$ cat config.mk
export PLATFORM = sky130hd
export DESIGN_NAME = word_byte_seq
export DESIGN_NICKNAME = d
export VERILOG_FILES = /design/src/rtl/wbs_pkg.sv /design/src/rtl/wbs_next_addr.sv /design/src/rtl/wbs_open_bus.sv /design/src/rtl/wbs_ctrl.sv /design/src/rtl/word_byte_seq.sv
export SDC_FILE = /design/constraint.sdc
export NUM_CORES = 1
export LEC_CHECK = 0
export ABC_CLOCK_PERIOD_IN_PS = 4250
export BUFFER_PORTS_ARGS = -buffer_cell sky130_fd_sc_hd__buf_2
export CORE_ASPECT_RATIO = 1.75
export CORE_MARGIN = 2
export CORE_UTILIZATION = 58
export DETAILED_ROUTE_END_ITERATION = 8
export MAX_ROUTING_LAYER = met4
export PLACE_DENSITY = 0.86
export SETUP_SLACK_MARGIN = 0.4
export SYNTH_ARGS = -nofsm -noshare
export SYNTH_HDL_FRONTEND = slang
export SYNTH_SLANG_ARGS = --single-unit
$ cat constraint.sdc
create_clock -name clk_i -period 4.25 [get_ports clk_i]
set_clock_uncertainty 0.05 [all_clocks]
set_input_delay 0.2125 -clock clk_i [delete_from_list [all_inputs] [get_ports clk_i]]
set_output_delay 0.2125 -clock clk_i [all_outputs]
set_load 0.01 [all_outputs]
$ cat src/rtl/wbs_pkg.sv
package wbs_pkg;
  typedef enum logic [1:0] {
    WRAP_FLAT = 2'd0,
    WRAP_PAGE = 2'd1,
    WRAP_BANK = 2'd2,
    WRAP_ALT  = 2'd3
  } wrap_e;

  typedef enum logic [1:0] {
    ST_IDLE   = 2'd0,
    ST_FIRST  = 2'd1,
    ST_SECOND = 2'd2
  } phase_e;
endpackage

$ cat src/rtl/wbs_next_addr.sv
module wbs_next_addr #(
  parameter int AW     = 24,
  parameter int PAGE_W = 8,
  parameter int BANK_W = 16
) (
  input  logic [AW-1:0] addr_i,
  input  logic [1:0]    wrap_i,
  output logic [AW-1:0] next_o
);
  import wbs_pkg::*;

  logic [PAGE_W-1:0] page_inc;
  logic [BANK_W-1:0] bank_inc;
  logic [AW-1:0]     flat_inc;

  assign page_inc = addr_i[PAGE_W-1:0] + 1'b1;
  assign bank_inc = addr_i[BANK_W-1:0] + 1'b1;
  assign flat_inc = addr_i + 1'b1;

  always_comb begin
    unique case (wrap_e'(wrap_i))
      WRAP_PAGE: next_o = {addr_i[AW-1:PAGE_W], page_inc};
      WRAP_BANK: next_o = {addr_i[AW-1:BANK_W], bank_inc};
      default:   next_o = flat_inc;
    endcase
  end
endmodule

$ cat src/rtl/wbs_open_bus.sv
module wbs_open_bus #(
  parameter int DW = 8
) (
  input  logic          clk_i,
  input  logic          rst_ni,
  input  logic          upd_i,
  input  logic [DW-1:0] data_i,
  output logic [DW-1:0] q_o
);
  always_ff @(posedge clk_i or negedge rst_ni) begin
    if (!rst_ni)    q_o <= '0;
    else if (upd_i) q_o <= data_i;
  end
endmodule

$ cat src/rtl/wbs_ctrl.sv
module wbs_ctrl #(
  parameter int          AW       = 24,
  parameter int          DW       = 8,
  parameter int          PAGE_W   = 8,
  parameter int          BANK_W   = 16,
  parameter logic [7:0]  REG_PAGE = 8'h21,
  localparam int         WW       = 2 * DW
) (
  input  logic          clk_i,
  input  logic          rst_ni,
  input  logic          req_valid_i,
  output logic          req_ready_o,
  input  logic          req_write_i,
  input  logic [AW-1:0] req_addr_i,
  input  logic [AW-1:0] req_next_i,
  input  logic          req_hi_first_i,
  input  logic [WW-1:0] req_wdata_i,
  input  logic          dma_active_i,
  output logic          bus_valid_o,
  output logic [AW-1:0] bus_addr_o,
  output logic          bus_we_o,
  output logic [DW-1:0] bus_wdata_o,
  input  logic          bus_ready_i,
  input  logic [DW-1:0] bus_rdata_i,
  input  logic          bus_unmapped_i,
  input  logic [DW-1:0] open_bus_i,
  output logic          ob_upd_o,
  output logic          rsp_done_o,
  output logic [WW-1:0] rsp_rdata_o
);
  import wbs_pkg::*;

  phase_e        state_q;
  logic [AW-1:0] addr_q, next_q;
  logic          wr_q, hi_first_q;
  logic [WW-1:0] wdata_q;
  logic [DW-1:0] lo_q;

  logic          busy, swap, at_second, sup, step;
  logic [AW-1:0] cur_addr;
  logic [DW-1:0] rd_byte;

  assign busy        = (state_q != ST_IDLE);
  assign req_ready_o = !busy;
  // reverse store order visits the second address first
  assign swap        = wr_q && hi_first_q;
  assign at_second   = (state_q == ST_FIRST) ? swap : !swap;
  assign cur_addr    = at_second ? next_q : addr_q;
  assign sup         = dma_active_i && (cur_addr[BANK_W-1:PAGE_W] == REG_PAGE[BANK_W-PAGE_W-1:0]);
  assign step        = busy && (sup || bus_ready_i);

  assign bus_valid_o = busy && !sup;
  assign bus_addr_o  = cur_addr;
  assign bus_we_o    = busy && wr_q;
  assign bus_wdata_o = at_second ? wdata_q[WW-1:DW] : wdata_q[DW-1:0];

  assign rd_byte  = (sup || bus_unmapped_i) ? open_bus_i : bus_rdata_i;
  assign ob_upd_o = busy && !sup && bus_ready_i && !wr_q && !bus_unmapped_i;

  always_ff @(posedge clk_i or negedge rst_ni) begin
    if (!rst_ni) begin
      state_q     <= ST_IDLE;
      addr_q      <= '0;
      next_q      <= '0;
      wr_q        <= 1'b0;
      hi_first_q  <= 1'b0;
      wdata_q     <= '0;
      lo_q        <= '0;
      rsp_done_o  <= 1'b0;
      rsp_rdata_o <= '0;
    end else begin
      rsp_done_o <= 1'b0;
      unique case (state_q)
        ST_IDLE: begin
          if (req_valid_i) begin
            state_q    <= ST_FIRST;
            addr_q     <= req_addr_i;
            next_q     <= req_next_i;
            wr_q       <= req_write_i;
            hi_first_q <= req_hi_first_i;
            wdata_q    <= req_wdata_i;
          end
        end
        ST_FIRST: begin
          if (step) begin
            state_q <= ST_SECOND;
            if (!wr_q) lo_q <= rd_byte;
          end
        end
        ST_SECOND: begin
          if (step) begin
            state_q    <= ST_IDLE;
            rsp_done_o <= 1'b1;
            if (!wr_q) rsp_rdata_o <= {rd_byte, lo_q};
          end
        end
        default: state_q <= ST_IDLE;
      endcase
    end
  end
endmodule

$ cat src/rtl/word_byte_seq.sv
module word_byte_seq #(
  parameter int         AW       = 24,
  parameter int         DW       = 8,
  parameter int         PAGE_W   = 8,
  parameter int         BANK_W   = 16,
  parameter logic [7:0] REG_PAGE = 8'h21,
  localparam int        WW       = 2 * DW
) (
  input  logic          clk_i,
  input  logic          rst_ni,
  input  logic          req_valid_i,
  output logic          req_ready_o,
  input  logic          req_write_i,
  input  logic [AW-1:0] req_addr_i,
  input  logic [1:0]    req_wrap_i,
  input  logic          req_hi_first_i,
  input  logic [WW-1:0] req_wdata_i,
  input  logic          dma_active_i,
  output logic          bus_valid_o,
  output logic [AW-1:0] bus_addr_o,
  output logic          bus_we_o,
  output logic [DW-1:0] bus_wdata_o,
  input  logic          bus_ready_i,
  input  logic [DW-1:0] bus_rdata_i,
  input  logic          bus_unmapped_i,
  output logic          rsp_done_o,
  output logic [WW-1:0] rsp_rdata_o,
  output logic [DW-1:0] open_bus_o
);
  logic [AW-1:0] req_next;
  logic          ob_upd;

  wbs_next_addr #(.AW(AW), .PAGE_W(PAGE_W), .BANK_W(BANK_W)) i_next (
    .addr_i (req_addr_i),
    .wrap_i (req_wrap_i),
    .next_o (req_next)
  );

  wbs_open_bus #(.DW(DW)) i_ob (
    .clk_i  (clk_i),
    .rst_ni (rst_ni),
    .upd_i  (ob_upd),
    .data_i (bus_rdata_i),
    .q_o    (open_bus_o)
  );

  wbs_ctrl #(
    .AW(AW), .DW(DW), .PAGE_W(PAGE_W), .BANK_W(BANK_W), .REG_PAGE(REG_PAGE)
  ) i_ctrl (
    .clk_i          (clk_i),
    .rst_ni         (rst_ni),
    .req_valid_i    (req_valid_i),
    .req_ready_o    (req_ready_o),
    .req_write_i    (req_write_i),
    .req_addr_i     (req_addr_i),
    .req_next_i     (req_next),
    .req_hi_first_i (req_hi_first_i),
    .req_wdata_i    (req_wdata_i),
    .dma_active_i   (dma_active_i),
    .bus_valid_o    (bus_valid_o),
    .bus_addr_o     (bus_addr_o),
    .bus_we_o       (bus_we_o),
    .bus_wdata_o    (bus_wdata_o),
    .bus_ready_i    (bus_ready_i),
    .bus_rdata_i    (bus_rdata_i),
    .bus_unmapped_i (bus_unmapped_i),
    .open_bus_i     (open_bus_o),
    .ob_upd_o       (ob_upd),
    .rsp_done_o     (rsp_done_o),
    .rsp_rdata_o    (rsp_rdata_o)
  );
endmodule

==> reports/results.ini <==
[place]
numPortBuffers = 117
dp_hpwl_mm = 7.81
gp_congestion = 0.877

[power]
vdd_drop_max_v = 0.000462
p_leak_nw = 2.72
p_per_area_nw_per_um2 = 802

[yosys]
synth_top_cell_by_area = dfrtp_1
synth_top_family_by_area = multiplexers
yosysUniqueCellTypes = 43
synth_fa_ha_area_frac = 0.00774
synth_mux_area_frac = 0.237
synth_top_area_frac = 0.521
synth_xor_xnor_area_share = 0.0165
syn-cell-area_um2 = 4850
synth_warnings = 0
ys_ff_latch = 101
syn-num-nets = 477
syn_inst = 416
synthTopCellsByArea = dfrtp_1 52%, mux2_2 21%, o21ai_0 4.1%, nand2_1 3.8%, mux2i_1 1.9%
ys_seq_area_frac = 0.521
synth_compound_gate_area_share = 0.0815
avgSynthCellArea_um2 = 11.7
yosys.area_share.simple = 0.119

[timing]
final_hold_viol_count = 0
setup_viol = 0
rsz0062_at_grt = no
relSlewSlack = 0.231
fmax_ghz = 0.380
fin_crit_sh = 0.620
fin_crit_ns = 2.63
worstMarginPinSlew_ns = 1.15
final_max_slew_viol_count = 0
tns_ns = 0

[worst_hold_path]
hold_start = req_wdata_i[1]
hold_path_depth = 2
hold_class = in -> reg
hold_path_end = i_ctrl.wdata_q[1]$_DFFE_PN0P_

[worst_setup_path]
endpoint_kind = flip-flop
slowest_delay_ns = 0.76
critPathMostFrequentCell = nor2_1
crit_type = reg -> reg
startpoint = i_ctrl.state_q[0]$_DFFE_PN0P_
required_ns = 4.48
crit_path_start_kind = flip-flop
path_cells = nor2_1 > nand2_2 > nor2_1 > o211ai_1 > nand2_1
slowest_stage = nand2_2
rrSetupSlack_ns = 1.62
rr_worst_depth = 5
worstReg2RegStart = i_ctrl.state_q[0]$_DFFE_PN0P_
r2r_end = i_ctrl.next_q[20]$_DFFE_PN0P_
worstPathMaxFanout = 60
arrival_ns = 2.86

[clock_network]
clk_pin_slew_ns = 0.07
cts_inserted_buffers = 9
cts_sinks = 101
clk_latency_ns = 0.34
htreeDepth = 3
cts_tree = yes
cts_root_buf = clkbuf_16
clockBufferDepth = 2

[cells_and_area]
area_growth_pct = 19.8
finalNetCount = 592
diodes = 0
num-fill-cells = 612
drive_above_1_share = 0.445
layout_commonest_cell = buf_2
final_util = 0.709
multiInputGateArea_um2 = 2240
seq_area_um2 = 2530
final_cell_mix = 116 x buf_2, 101 x dfrtp_1, 92 x mux2_2

[flow_run]
maxCapViolCount = 0

[route]
first_pass_iters = 5
m1WireLength_mm = 3.95
drtAntennaViolNets = 0
drc = 0
via_per_inst = 5.81
wl_mm = 10.7
top_layer = met4
vias = 3643
wl_met3_um = 467
drtIter0Drc = 203
wl_met2_mm = 5.88
wire_per_inst_um = 17.0

[floorplan]
io_pins = 118
fp.dieW_um = 73.1
die_area_um2 = 9140
initial_utilization = 0.592
row_count = 44
coreArea_um2 = 8200
fp.dieH_um = 125

[global_routing]
grt_max_degree = 61
grt_use_total = 0.252
grt_pass1_wl_mm = 17.3
antenna_found_initial = 0
grt_pass1_vias = 3742
grt-ovfl-total = 0

[outcome]
status = completed

-- Yosys cell counts, drive strengths merged --
cell type,number
o211ai,7
or4,1
mux2i,10
nor2b,2
o31a,1
xor2,4
buf,8
a31oi,2
o21ai,43
a22oi,2
dfrtp,101
nand4,4
nor3b,3
nand3,12
clkbuf,9
nand2,51
a21oi,12
ha,3
inv,4
nor2,20
xnor2,3
nor4,11
or2,2
mux2,92
nand2b,2
and4,1
a41oi,1
and3,3
nor3,1
o31ai,1
-- how the worst max path moves through the flow --
stage | to | slack (ns) | depth (start not counted)
after floorplan | i_ob.q_o[0]$_DFFE_PN0P_ | 2.26 | 6
after global placement | i_ctrl.next_q[23]$_DFFE_PN0P_ | 1.78 | 5
after detailed placement | i_ctrl.next_q[23]$_DFFE_PN0P_ | 1.66 | 5
after CTS | i_ctrl.next_q[20]$_DFFE_PN0P_ | 1.65 | 5
after global routing | i_ctrl.next_q[20]$_DFFE_PN0P_ | 1.39 | 5
final | i_ctrl.next_q[20]$_DFFE_PN0P_ | 1.62 | 5
-- report_power, final --
group	switching, mW	internal [mW]
clock network	0.331	0.486
logic	1.07	1.09
registers	0.262	1.43
-- kinds of logic after synthesis --
| kind of cell | count (synthesis) |
|---|---|
| simple gates | 113 |
| mux | 102 |
| flops | 101 |
| compound gates | 69 |
| buf+inv | 21 |
| xor+xnor | 7 |
| fa+ha+maj | 3 |
-- worst max-delay path: cells and delay by family, from the launching register on --
kind / cells / cell delay (ns)
AND/OR/NAND/NOR: 4 / 1.92
flip-flops: 1 / 0.42
AO/OA/AOI/OAI: 1 / 0.17
-- flip-flops by register name, indices dropped and copies added (netlist names) --
name and flops:
i_ctrl.wdata_q 16, i_ctrl.rsp_rdata_o 16, i_ctrl.next_q 24, i_ctrl.wr_q 1, i_ctrl.state_q 2, i_ob.q_o 8, i_ctrl.addr_q 24, i_ctrl.lo_q 8
i_ctrl.rsp_done_o 1, i_ctrl.hi_first_q 1
-- layer usage --
layer  global-route usage  vias up
li1                     -     1718
met1                0.274     1783
met2                0.435      117
met3               0.0475       25
met4                0.109        0
met5                    -        -
-- stage by stage --
step | setup WS [ns] | hold WS [ns] | instances | area [um2] | total power [mW]
after floorplan | 2.26 | -0.133 | 416 | 4850 | 3.10
after detailed placement | 1.66 | 0.210 | 611 | 5510 | 3.86
after global placement | 1.78 | 0.194 | 611 | 5510 | 3.76
final | 1.62 | 0.0488 | 627 | 5810 | 4.66
after global routing | 1.39 | 0.0468 | 627 | 5810 | 4.97
after CTS | 1.65 | 0.0421 | 627 | 5810 | 4.70
-- timing repair --
item | 4_1_cts | 5_1_grt
gates resized for setup | 0 | 0
setup endpoints to repair | 0 | 0
hold buffers | 1 | 0
endpoints found under the hold margin | 47 | 0
setup buffers | 0 | 0
-- layout make-up --
cell class,instances,share of cell area
clock inverters,1,0.00517
flip-flops and latches,101,0.435
well taps,92,0.0198
multi-input cells,294,0.385
repair buffers,121,0.107
inverters,4,0.00258
clock buffers,14,0.0454
No activity file was read; power rests on OpenSTA's default activity.
